### config.mk
export PLATFORM = sky130hd
export DESIGN_NAME = pktbuf_mgr
export DESIGN_NICKNAME = d
export VERILOG_FILES = /design/src/rtl/pktbuf_pkg.sv /design/src/rtl/pktbuf_pipe_cfg.sv /design/src/rtl/pktbuf_pipe_own.sv /design/src/rtl/pktbuf_port.sv /design/src/rtl/pktbuf_mgr.sv
export SDC_FILE = /design/constraint.sdc
export NUM_CORES = 1
export LEC_CHECK = 0
export CAP_MARGIN = 30
export CORE_MARGIN = 4
export CORE_UTILIZATION = 45
export CTS_BUF_LIST = sky130_fd_sc_hd__clkbuf_8
export DETAILED_ROUTE_END_ITERATION = 10
export DONT_BUFFER_PORTS = 1
export GPL_ROUTABILITY_DRIVEN = 0
export PLACE_DENSITY = 0.67
export SETUP_SLACK_MARGIN = 0.4
export SLEW_MARGIN = 25
export SYNTH_ARGS = -nofsm -noshare
export SYNTH_HDL_FRONTEND = slang
export SYNTH_SLANG_ARGS = --single-unit
export TNS_END_PERCENT = 20
### constraint.sdc
create_clock -name clk -period 82 [get_ports clk]
set_input_delay 20.5 -clock clk [delete_from_list [all_inputs] [get_ports clk]]
set_output_delay 20.5 -clock clk [all_outputs]
set_load 0.01 [all_outputs]
### src/rtl/pktbuf_pkg.sv
package pktbuf_pkg;
   localparam int BLK_SHIFT = 6;   // 64-byte blocks
   typedef enum logic {OWN_CPU = 1'b0, OWN_ENG = 1'b1} owner_e;
endpackage

### src/rtl/pktbuf_pipe_cfg.sv
module pktbuf_pipe_cfg #(
   parameter int MEM_BLOCKS = 32,
   parameter int BLK_W      = 6,
   parameter int MPS_W      = 11
) (
   input  logic             clk,
   input  logic             rst_n,
   input  logic             load,
   input  logic [BLK_W-1:0] start_in,
   input  logic [BLK_W-1:0] count_in,
   input  logic             dbl_in,
   input  logic             cont_in,
   input  logic [MPS_W-1:0] mps_in,
   output logic [BLK_W-1:0] start,
   output logic [BLK_W-1:0] count,
   output logic             dbl,
   output logic             err
);
   import pktbuf_pkg::*;
   localparam int SW = BLK_W + 2;
   localparam int BW = BLK_W + BLK_SHIFT;

   if (MPS_W > BW) begin : g_bad_mps
      $error("MPS_W wider than region byte width");
   end

   logic             cont;
   logic [MPS_W-1:0] mps;
   logic [SW-1:0]    span;
   logic [BW-1:0]    bytes;
   logic [BW-1:0]    mps_x;
   logic             mult_bad;

   always_ff @(posedge clk or negedge rst_n) begin
      if (!rst_n) begin
         start <= '0;
         count <= BLK_W'(1);
         dbl   <= 1'b0;
         cont  <= 1'b0;
         mps   <= MPS_W'(64);
      end else if (load) begin
         start <= start_in;
         count <= count_in;
         dbl   <= dbl_in;
         cont  <= cont_in;
         mps   <= mps_in;
      end
   end

   always_comb begin
      span     = SW'(start) + (dbl ? (SW'(count) << 1) : SW'(count));
      bytes    = {count, {BLK_SHIFT{1'b0}}};
      mps_x    = BW'(mps);
      mult_bad = (mps == '0) ? 1'b1 : ((bytes % mps_x) != '0);
      err      = (count == '0) || (span > SW'(MEM_BLOCKS)) || (cont && mult_bad);
   end
endmodule

### src/rtl/pktbuf_pipe_own.sv
module pktbuf_pipe_own (
   input  logic clk,
   input  logic rst_n,
   input  logic clear,
   input  logic dbl,
   input  logic cpu_hand,
   input  logic eng_done,
   output logic cpu_plane,
   output logic cpu_side,
   output logic eng_held
);
   import pktbuf_pkg::*;
   owner_e own [2];
   logic   eng_plane;
   logic   cpu_ok, eng_ok;

   assign cpu_ok   = cpu_hand && (own[cpu_plane] == OWN_CPU);
   assign eng_ok   = eng_done && (own[eng_plane] == OWN_ENG);
   assign cpu_side = (own[cpu_plane] == OWN_CPU);
   assign eng_held = (own[eng_plane] == OWN_ENG);

   always_ff @(posedge clk or negedge rst_n) begin
      if (!rst_n) begin
         own[0]    <= OWN_CPU;
         own[1]    <= OWN_CPU;
         cpu_plane <= 1'b0;
         eng_plane <= 1'b0;
      end else if (clear) begin
         own[0]    <= OWN_CPU;
         own[1]    <= OWN_CPU;
         cpu_plane <= 1'b0;
         eng_plane <= 1'b0;
      end else begin
         if (cpu_ok) begin
            own[cpu_plane] <= OWN_ENG;
            cpu_plane      <= cpu_plane ^ dbl;
         end
         if (eng_ok) begin
            own[eng_plane] <= OWN_CPU;
            eng_plane      <= eng_plane ^ dbl;
         end
      end
   end
endmodule

### src/rtl/pktbuf_port.sv
module pktbuf_port #(
   parameter int NUM_PIPES = 4,
   parameter int BLK_W     = 6,
   parameter int ADDR_W    = 11,
   localparam int PIPE_W   = $clog2(NUM_PIPES)
) (
   input  logic              clk,
   input  logic              rst_n,
   input  logic              sel_we,
   input  logic [PIPE_W-1:0] sel_new,
   input  logic              acc,
   input  logic              commit,
   input  logic [BLK_W-1:0]  start_a  [NUM_PIPES],
   input  logic [BLK_W-1:0]  count_a  [NUM_PIPES],
   input  logic              plane_a  [NUM_PIPES],
   input  logic              side_a   [NUM_PIPES],
   input  logic              err_a    [NUM_PIPES],
   output logic [PIPE_W-1:0] sel,
   output logic              rdy,
   output logic [ADDR_W-1:0] addr,
   output logic              err,
   output logic              hand
);
   import pktbuf_pkg::*;
   logic [ADDR_W-1:0] ptr;
   logic [ADDR_W-1:0] base, off;

   always_comb begin
      rdy  = side_a[sel] && !err_a[sel];
      hand = commit && rdy && !sel_we;
      base = ADDR_W'({start_a[sel], {BLK_SHIFT{1'b0}}});
      off  = plane_a[sel] ? ADDR_W'({count_a[sel], {BLK_SHIFT{1'b0}}}) : '0;
      addr = base + off + ptr;
   end

   always_ff @(posedge clk or negedge rst_n) begin
      if (!rst_n) begin
         sel <= '0;
         ptr <= '0;
         err <= 1'b0;
      end else if (sel_we) begin
         sel <= sel_new;
         ptr <= '0;
         err <= 1'b0;
      end else begin
         if (hand)
            ptr <= '0;
         else if (acc && rdy)
            ptr <= ptr + 1'b1;
         if ((acc || commit) && !rdy)
            err <= 1'b1;
      end
   end
endmodule

### src/rtl/pktbuf_mgr.sv
module pktbuf_mgr #(
   parameter int NUM_PIPES  = 4,
   parameter int NUM_PORTS  = 3,
   parameter int MEM_BLOCKS = 32,
   parameter int MPS_W      = 11,
   localparam int PIPE_W    = $clog2(NUM_PIPES),
   localparam int BLK_W     = $clog2(MEM_BLOCKS + 1),
   localparam int ADDR_W    = $clog2(MEM_BLOCKS * 64)
) (
   input  logic                        clk,
   input  logic                        rst_n,
   input  logic                        cfg_we,
   input  logic [PIPE_W-1:0]           cfg_pipe,
   input  logic [BLK_W-1:0]            cfg_start,
   input  logic [BLK_W-1:0]            cfg_count,
   input  logic                        cfg_dbl,
   input  logic                        cfg_cont,
   input  logic [MPS_W-1:0]            cfg_mps,
   input  logic [NUM_PORTS-1:0]        sel_we,
   input  logic [NUM_PORTS*PIPE_W-1:0] sel_pipe,
   input  logic [NUM_PORTS-1:0]        port_acc,
   input  logic [NUM_PORTS-1:0]        port_commit,
   input  logic                        eng_done,
   input  logic [PIPE_W-1:0]           eng_pipe,
   output logic [NUM_PORTS-1:0]        port_rdy,
   output logic [NUM_PORTS*ADDR_W-1:0] port_addr,
   output logic [NUM_PORTS-1:0]        port_err,
   output logic [NUM_PIPES-1:0]        cfg_err,
   output logic [NUM_PIPES-1:0]        pipe_cpu_side,
   output logic [NUM_PIPES-1:0]        pipe_eng_held
);
   if (NUM_PIPES < 2 || (NUM_PIPES & (NUM_PIPES - 1)) != 0) begin : g_bad_pipes
      $error("NUM_PIPES must be a power of two, at least 2");
   end
   if (NUM_PORTS < 1) begin : g_bad_ports
      $error("NUM_PORTS must be at least 1");
   end

   logic [BLK_W-1:0]  pipe_start_a [NUM_PIPES];
   logic [BLK_W-1:0]  pipe_count_a [NUM_PIPES];
   logic              pipe_dbl_a   [NUM_PIPES];
   logic              pipe_plane_a [NUM_PIPES];
   logic              pipe_side_a  [NUM_PIPES];
   logic              pipe_err_a   [NUM_PIPES];
   logic [NUM_PIPES-1:0] cpu_hand;
   logic [PIPE_W-1:0] port_sel_a   [NUM_PORTS];
   logic [NUM_PORTS-1:0] port_hand;

   for (genvar k = 0; k < NUM_PIPES; k++) begin : g_pipe
      logic load_k;
      logic eng_k;
      assign load_k = cfg_we && (cfg_pipe == PIPE_W'(k));
      assign eng_k  = eng_done && (eng_pipe == PIPE_W'(k));

      pktbuf_pipe_cfg #(.MEM_BLOCKS(MEM_BLOCKS), .BLK_W(BLK_W), .MPS_W(MPS_W)) u_cfg (
         .clk(clk), .rst_n(rst_n), .load(load_k),
         .start_in(cfg_start), .count_in(cfg_count), .dbl_in(cfg_dbl),
         .cont_in(cfg_cont), .mps_in(cfg_mps),
         .start(pipe_start_a[k]), .count(pipe_count_a[k]),
         .dbl(pipe_dbl_a[k]), .err(pipe_err_a[k]));

      pktbuf_pipe_own u_own (
         .clk(clk), .rst_n(rst_n), .clear(load_k), .dbl(pipe_dbl_a[k]),
         .cpu_hand(cpu_hand[k]), .eng_done(eng_k),
         .cpu_plane(pipe_plane_a[k]), .cpu_side(pipe_side_a[k]),
         .eng_held(pipe_eng_held[k]));

      assign cfg_err[k]       = pipe_err_a[k];
      assign pipe_cpu_side[k] = pipe_side_a[k];
   end

   for (genvar p = 0; p < NUM_PORTS; p++) begin : g_port
      pktbuf_port #(.NUM_PIPES(NUM_PIPES), .BLK_W(BLK_W), .ADDR_W(ADDR_W)) u_port (
         .clk(clk), .rst_n(rst_n),
         .sel_we(sel_we[p]), .sel_new(sel_pipe[p*PIPE_W +: PIPE_W]),
         .acc(port_acc[p]), .commit(port_commit[p]),
         .start_a(pipe_start_a), .count_a(pipe_count_a),
         .plane_a(pipe_plane_a), .side_a(pipe_side_a), .err_a(pipe_err_a),
         .sel(port_sel_a[p]), .rdy(port_rdy[p]),
         .addr(port_addr[p*ADDR_W +: ADDR_W]),
         .err(port_err[p]), .hand(port_hand[p]));
   end

   // merge commits from all ports bound to a pipe into one handover
   always_comb begin
      cpu_hand = '0;
      for (int p = 0; p < NUM_PORTS; p++)
         if (port_hand[p])
            cpu_hand[port_sel_a[p]] = 1'b1;
   end
endmodule

# Word-level counts from Yosys, hierarchy flattened
# Cells that the tools add are included.
[word_totals] ff_bits=158 in_bits=48 word_cells=380
[op_classes] add_sub_neg=13 n_div=4 magnitude_cmp=29 eq_ne=6 mux=152 n_bitwise=37 n_reduce_logical=94
[op_table] cell="$mux W11" n=12
[op_table] cell="$mux W1" n=79
[op_table] cell="$bmux W6 S2" n=6
[op_table] cell="$add A11 B11 Y11" n=6
[op_table] cell="$mux W5" n=12
[op_table] cell="$mod A12 B11 Y12" n=4
[op_table] cell="$reduce_bool A12 Y1" n=4
[op_table] cell="$logic_and A1 B1 Y1" n=46
[op_table] cell="$logic_not A11 Y1" n=4
[op_table] cell="$add A11 B1 Y11 const B" n=3
[op_table] cell="$add A6 B8 Y8" n=4
[op_table] cell="$gt A8 B6 Y1 const B" n=4
[op_table] cell="$mux W2" n=16
[op_table] cell="$mux W7" n=4
[op_table] cell="$logic_not A6 Y1" n=4
[op_table] cell="$reduce_bool A2 Y1" n=11
[op_table] cell="$bmux W1 S2" n=9
[op_table] cell="$ge A2 B2 Y1 const B" n=8
[op_table] cell="$lt A2 B1 Y1 const B" n=8
[op_table] cell="$not A1 Y2" n=8
[op_table] cell="$mux W4" n=3
[op_table] cell="$logic_or A1 B1 Y1" n=11
[op_table] cell="$ge A3 B3 Y1 const B" n=3
[op_table] cell="$logic_not A1 Y1" n=9
[op_table] cell="other kinds (15)" n=57

# Logic depth before layout (Yosys ltp)
[depth] depth_word=23 depth_mapped=97 mapped_depth_nobuf=90

# By module
# From an unflattened synthesis, not the netlist that was laid out.
[unflattened] hier_cells=3461 hier_area_um2=27202.3
[modules_own_cells] module="pktbuf_pipe_cfg at g_pipe[3].u_cfg" n_inst=1 cells_per_inst=754 area_per_inst_um2=5723.0 seq_area_each_um2=628.1
[modules_own_cells] module="pktbuf_pipe_cfg at g_pipe[2].u_cfg" n_inst=1 cells_per_inst=740 area_per_inst_um2=5557.8 seq_area_each_um2=628.1
[modules_own_cells] module="pktbuf_pipe_cfg at g_pipe[1].u_cfg" n_inst=1 cells_per_inst=737 area_per_inst_um2=5449.0 seq_area_each_um2=628.1
[modules_own_cells] module="pktbuf_pipe_cfg at g_pipe[0].u_cfg" n_inst=1 cells_per_inst=707 area_per_inst_um2=5342.6 seq_area_each_um2=628.1
[modules_own_cells] module="pktbuf_port" n_inst=3 cells_per_inst=139 area_per_inst_um2=1382.6 seq_area_each_um2=350.3
[modules_own_cells] module="pktbuf_pipe_own" n_inst=4 cells_per_inst=20 area_per_inst_um2=205.2 seq_area_each_um2=100.1
[modules_own_cells] module="pktbuf_mgr" n_inst=1 cells_per_inst=26 area_per_inst_um2=161.4 seq_area_each_um2=0.0

# Least setup slack after synthesis
# OpenSTA, ideal clock, no wires.
[synth_timing] path_type="reg2out" from="reg g_pipe[1].u_cfg.mps[0]" to="out port_rdy[0]" t_arrival_ps=20155 path_slack_ps=41345 path_stages_with_launch=87 cell_sequence="dfrtp_1 clkbuf_1 clkbuf_1 clkinv_1 ha_1 a21oi_1 ha_1 or3_1 a311oi_1 a211oi_1 ha_1 a41oi_1 a2111oi_0 a21o_1 ha_1 o211a_1 or4_1 and2_1 [51 not listed] a21oi_1 inv_1 ha_1 a21o_1 nor3_1 o21a_1 a21boi_0 a21oi_1 o221ai_1 a2111o_1 or3_1 or4_1 a21oi_1 a211o_1 nand2_1 buf_2 inv_1 buf_4"
[synth_via] elab_chain_cells=10 word_cells_on_any_way=11
[synth_rtl] item="start, declared" line_no="pktbuf_pipe_cfg.sv:28" rtl="logic [MPS_W-1:0] mps;"
[synth_rtl] item="start signal, assigned" line_no="pktbuf_pipe_cfg.sv:46" rtl="mps <= mps_in;"
[synth_rtl] item="$mod A12 B11 Y12" line_no="pktbuf_pipe_cfg.sv:54" rtl="mult_bad = (mps == '0) ? 1'b1 : ((bytes % mps_x) != '0);"
[synth_rtl] item="$reduce_bool A12 Y1" line_no="pktbuf_pipe_cfg.sv:54"
[synth_rtl] item="$mux W1 (*)" line_no="pktbuf_pipe_cfg.sv:54"
[synth_rtl] item="$logic_and A1 B1 Y1 (*)" line_no="pktbuf_pipe_cfg.sv:55" rtl="err = (count == '0) || (span > SW'(MEM_BLOCKS)) || (cont && mult_bad);"
[synth_rtl] item="$logic_or A1 B1 Y1 (*)" line_no="pktbuf_pipe_cfg.sv:55"
[synth_rtl] item="$bmux W1 S2 (*)" line_no="pktbuf_port.sv:29" rtl="rdy = side_a[sel] && !err_a[sel];"
[synth_rtl] item="$mux W1 (implied by the code) (*) (2 in a row)" line_no="pktbuf_port.sv:29"
[synth_rtl] item="$logic_not A1 Y1 (*)" line_no="pktbuf_port.sv:29"
[synth_rtl] item="$logic_and A1 B1 Y1 (*)" line_no="pktbuf_port.sv:29"
[synth_rtl] item="end, declared" line_no="pktbuf_mgr.sv:25" rtl="output logic [NUM_PORTS-1:0] port_rdy,"
# Every way passes the cells marked *; elsewhere a longest branch is shown, timed or not. The select of a mux whose other input is x is not followed.

# Worst setup path in the final report
[layout_timing] from="reg g_pipe[0].u_cfg.mps[8]" to="out port_rdy[0]"
[layout_via] elab_chain_cells=10 word_cells_on_any_way=11
[layout_rtl] item="start, declared" line_no="pktbuf_pipe_cfg.sv:28"
[layout_rtl] item="start signal, assigned" line_no="pktbuf_pipe_cfg.sv:46"
[layout_rtl] item="$mod A12 B11 Y12" line_no="pktbuf_pipe_cfg.sv:54"
[layout_rtl] item="$reduce_bool A12 Y1" line_no="pktbuf_pipe_cfg.sv:54"
[layout_rtl] item="$mux W1 (*)" line_no="pktbuf_pipe_cfg.sv:54"
[layout_rtl] item="$logic_and A1 B1 Y1 (*)" line_no="pktbuf_pipe_cfg.sv:55"
[layout_rtl] item="$logic_or A1 B1 Y1 (*)" line_no="pktbuf_pipe_cfg.sv:55"
[layout_rtl] item="named net cfg_err[0]" line_no="pktbuf_mgr.sv:28" rtl="output logic [NUM_PIPES-1:0] cfg_err,"
[layout_rtl] item="$bmux W1 S2 (*)" line_no="pktbuf_port.sv:29"
[layout_rtl] item="$mux W1 (implied by the code) (*) (2 in a row)" line_no="pktbuf_port.sv:29"
[layout_rtl] item="$logic_not A1 Y1 (*)" line_no="pktbuf_port.sv:29"
[layout_rtl] item="$logic_and A1 B1 Y1 (*)" line_no="pktbuf_port.sv:29"
# The timed path passes the listed nets; every way through them passes the cells marked *. The select of a mux whose other input is x is not followed.

==> run_summary.xml <==
<?xml version="1.0" encoding="UTF-8"?>
<metrics>
  <group name="logic_synthesis">
    <metric name="ys_dominant_reg_cell" unit="">dfrtp_1</metric>
    <metric name="synthTopCellsByArea" unit="">ha_1 15%, dfrtp_1 14%, nand2_1 6.0%</metric>
    <metric name="synth_cell_types" unit="">104</metric>
    <metric name="ys_top_cells_by_count" unit="">445 x nand2_1, 332 x ha_1, 308 x nor2_1</metric>
    <metric name="synth.net_count" unit="">4089</metric>
    <metric name="synth_fa_ha_area_share" unit="%">16.6</metric>
    <metric name="ys_warn_count" unit="">0</metric>
    <metric name="post_synthesis_area_per_instance" unit="um2">7.52</metric>
    <metric name="postSynth.asyncResetShare" unit="%">100</metric>
    <metric name="synth_compound_gate_area_share" unit="%">28.2</metric>
    <metric name="synth_top_area_cell" unit="">ha_1</metric>
    <metric name="ys_ff_latch" unit="">158</metric>
    <metric name="synthesis.area" unit="um2">27700</metric>
    <metric name="yosys.cell_count.top_type" unit="">nand2_1</metric>
    <metric name="portion_of_netlist_area_occupied_by_mux_cells" unit="%">5.77</metric>
    <metric name="synth-xor-area-share" unit="%">5.02</metric>
    <metric name="post_synth_and_or_nand_nor_area_fraction" unit="%">24.6</metric>
    <metric name="synth_top_family_by_area" unit="">compound AO/OA/AOI/OAI gates</metric>
    <metric name="count_of_flip_flops_with_a_built_in_enable_after_synthesis" unit="">0</metric>
    <metric name="synth.top_cell.area_share" unit="%">15.0</metric>
    <metric name="synth_seq_area_share" unit="%">14.3</metric>
    <metric name="netlist_instances" unit="">3686</metric>
  </group>
  <group name="cts">
    <metric name="ctsLongestPathBuffers" unit="">2</metric>
    <metric name="post_cts.resized_instances" unit="">0</metric>
    <metric name="cts_setup_buffers" unit="">0</metric>
    <metric name="cts_num_sinks" unit="">158</metric>
    <metric name="numCtsBuffers" unit="">17</metric>
    <metric name="clock_tree_from_tritoncts" unit="">built</metric>
    <metric name="cts-root-buf" unit="">clkbuf_8</metric>
    <metric name="holdBufCountCts" unit="">0</metric>
    <metric name="cts.reportedPaths.clkPinSlew" unit="ns">0.10</metric>
    <metric name="clock_tree.htree_level_count" unit="">4</metric>
    <metric name="worst_skew_pair.late_latency" unit="ns">0.48</metric>
  </group>
  <group name="sta">
    <metric name="fin_hold_ws" unit="ns">0.505</metric>
    <metric name="finalSetupViolCount" unit="">0</metric>
    <metric name="post-route-period-util" unit="%">54.1</metric>
    <metric name="total_negative_slack" unit="ns">0</metric>
    <metric name="report.final.hold_viol_count" unit="">0</metric>
    <metric name="setup_repair_after_global_routing_missed_its_margin" unit="">false</metric>
    <metric name="timing.slew.headroom" unit="%">33.1</metric>
    <metric name="worst_pin_slew" unit="ns">0.978</metric>
    <metric name="worst_clock_skew" unit="ns">0.0199</metric>
    <metric name="clock_period_minus_final_worst_setup_slack" unit="ns">44.33</metric>
    <metric name="maxClockFrequency" unit="MHz">22.6</metric>
    <metric name="slew_violations" unit="">0</metric>
  </group>
  <group name="global_route">
    <metric name="total_global_routing_track_utilization" unit="%">25.2</metric>
    <metric name="first_global_vias" unit="">25800</metric>
    <metric name="grt_overflow" unit="">0</metric>
    <metric name="grt_pass1_wl" unit="mm">138</metric>
    <metric name="grt_start_max_net_pins" unit="">159</metric>
    <metric name="grt_antenna_before_repair" unit="">2</metric>
  </group>
  <group name="route">
    <metric name="post_drt_wl_per_cell" unit="um">19.8</metric>
    <metric name="drtAntennaViolNets" unit="">0</metric>
    <metric name="first_drt_iteration_drcs" unit="">2331</metric>
    <metric name="post_drt_via_cell_ratio" unit="">6.34</metric>
    <metric name="totalWireLength" unit="mm">86.7</metric>
    <metric name="dr_total_vias" unit="">27700</metric>
    <metric name="drt_drc_violations_left" unit="">0</metric>
    <metric name="drt_pre_antenna_iters" unit="">6</metric>
  </group>
  <group name="critical_path">
    <metric name="cp_max_fo" unit="">17</metric>
    <metric name="slowest_delay" unit="ns">0.75</metric>
    <metric name="r2r_end" unit="">g_port[1].u_port.ptr[5]</metric>
    <metric name="crit-reg2reg-launch" unit="">g_pipe[0].u_cfg.mps[8]</metric>
    <metric name="cp_data_required_time" unit="ns">61.50</metric>
    <metric name="cp_slowest_cell" unit="">o41ai_1</metric>
    <metric name="cpMostUsedCell" unit="">ha_1</metric>
    <metric name="timing.critical_path.to_type" unit="">primary output</metric>
    <metric name="worstRegToRegCells" unit="">84</metric>
    <metric name="worstSetupEndpoint" unit="">port_rdy[0]</metric>
    <metric name="r2r_slack" unit="ns">57.96</metric>
    <metric name="worstSetupStartpoint" unit="">g_pipe[0].u_cfg.mps[8]</metric>
    <metric name="critPathArrivalTime" unit="ns">23.83</metric>
    <metric name="critPathKind" unit="">flip-flop to primary output</metric>
    <metric name="start_kind" unit="">flip-flop</metric>
  </group>
  <group name="run">
    <metric name="drv_cap" unit="">0</metric>
  </group>
  <group name="layout">
    <metric name="layout-drive-gt1-share" unit="%">6.35</metric>
    <metric name="area_growth_syn_to_layout" unit="%">3.13</metric>
    <metric name="layout_nets" unit="">3982</metric>
  </group>
  <group name="place">
    <metric name="port_buffers" unit="">0</metric>
    <metric name="dpl.hpwl" unit="mm">67.2</metric>
  </group>
  <group name="floorplan">
    <metric name="starting_utilization_of_the_core_area" unit="%">45.7</metric>
    <metric name="design.die.area" unit="um2">65600</metric>
    <metric name="die_width" unit="um">256</metric>
    <metric name="die-height" unit="um">256</metric>
    <metric name="fp_rows" unit="">90</metric>
    <metric name="design.core.area" unit="um2">60700</metric>
    <metric name="design.portCount" unit="">99</metric>
  </group>
  <group name="outcome">
    <metric name="status" unit="">completed</metric>
  </group>
  <group name="min_path">
    <metric name="hold_class" unit="">flip-flop to flip-flop</metric>
  </group>
</metrics>
## cells by family (layout without fill, tap and decap cells)
family,count (synthesis),in the layout
compound gates,1155,1155
simple gates,1387,1387
fa+ha+maj,355,355
flops,158,158
xor+xnor,159,159
mux,110,110
buf+inv,362,268
other cells,0,2
## flip-flops by register name, summed over array words and instances (netlist names)
register                count
g_pipe.u_cfg.mps           44
g_pipe.u_cfg.cont           4
g_pipe.u_own.eng_plane      4
g_pipe.u_own.own            8
g_pipe.u_cfg.dbl            4
g_pipe.u_own.cpu_plane      4
g_port.u_port.sel           6
g_port.u_port.err           3
g_pipe.u_cfg.count         24
g_pipe.u_cfg.start         24
g_port.u_port.ptr          33
## cells in the final DEF, fill, tap and decap left out, types with 40 or more instances in the layout
master | netlist | routed
a211oi_1 | 40 | 40
a21o_1 | 58 | 58
a21oi_1 | 242 | 242
a31oi_1 | 55 | 55
and3_1 | 48 | 48
dfrtp_1 | 150 | 150
ha_1 | 332 | 332
inv_1 | 214 | 215
mux2_2 | 48 | 48
nand2_1 | 445 | 445
nand2b_1 | 56 | 56
nand3_1 | 93 | 93
nor2_1 | 308 | 307
nor2b_1 | 53 | 53
nor3_1 | 106 | 105
o211ai_1 | 52 | 52
o21a_1 | 97 | 97
o21ai_0 | 263 | 263
o31ai_1 | 41 | 41
or3_1 | 47 | 47
xnor2_1 | 96 | 96
xor2_1 | 63 | 63
## metrics by stage
stage	instance area (um2)	instances	setup WS, ns	utilization (%)
detailed placement	28200	4342	38.64	46.4
floorplan	27700	3686	41.34	-
global placement	28200	4342	38.62	46.4
finish	28600	4376	37.67	47.1
CTS	28600	4374	38.04	47.1
global route	28600	4374	35.66	47.1
## how the worst min path moves through the flow
stage	from	endpoint	slack, ns	cells past startpoint
6_report	g_pipe[1].u_cfg.start[5]	g_pipe[1].u_cfg.start[5]	0.50	2
5_1_grt	g_pipe[1].u_cfg.start[5]	g_pipe[1].u_cfg.start[5]	0.54	2
4_1_cts	g_pipe[1].u_cfg.start[5]	g_pipe[1].u_cfg.start[5]	0.51	2
3_5_place_dp	g_pipe[1].u_cfg.start[5]	g_pipe[1].u_cfg.start[5]	0.49	2
3_3_place_gp	g_pipe[1].u_cfg.cont	g_pipe[1].u_cfg.cont	0.47	2
2_1_floorplan	g_pipe[1].u_cfg.cont	g_pipe[1].u_cfg.cont	0.44	2
## layout make-up
type | count | area (um2)
inverters | 217 | 815
clock buffers | 20 | 275
well taps | 782 | 978
repair buffers | 19 | 143
multi-input cells | 3166 | 22300
flip-flops and latches | 158 | 3960
fillers | 5998 | 32100
diodes | 2 | 5.00
clock inverters | 12 | 134
## critical path, delay by kind of cell, from the launching register on
family	cells	cell delay (ns)
multiplexers	2	0.76
adder cells (fa/ha/maj)	12	3.87
AND/OR/NAND/NOR	32	7.52
flip-flops	1	0.46
buffers and inverters	3	0.47
AO/OA/AOI/OAI	35	10.19
## routing by layer
layer,routed length [um],global-route usage [%]
met3,6720,4.83
met2,39600,41.6
met1,37400,33.2
met5,13,0
met4,2890,8.50
Power is left out: the tool's default activity adds up to more than one toggle a clock period on the data nets, which glitch-free logic cannot reach.
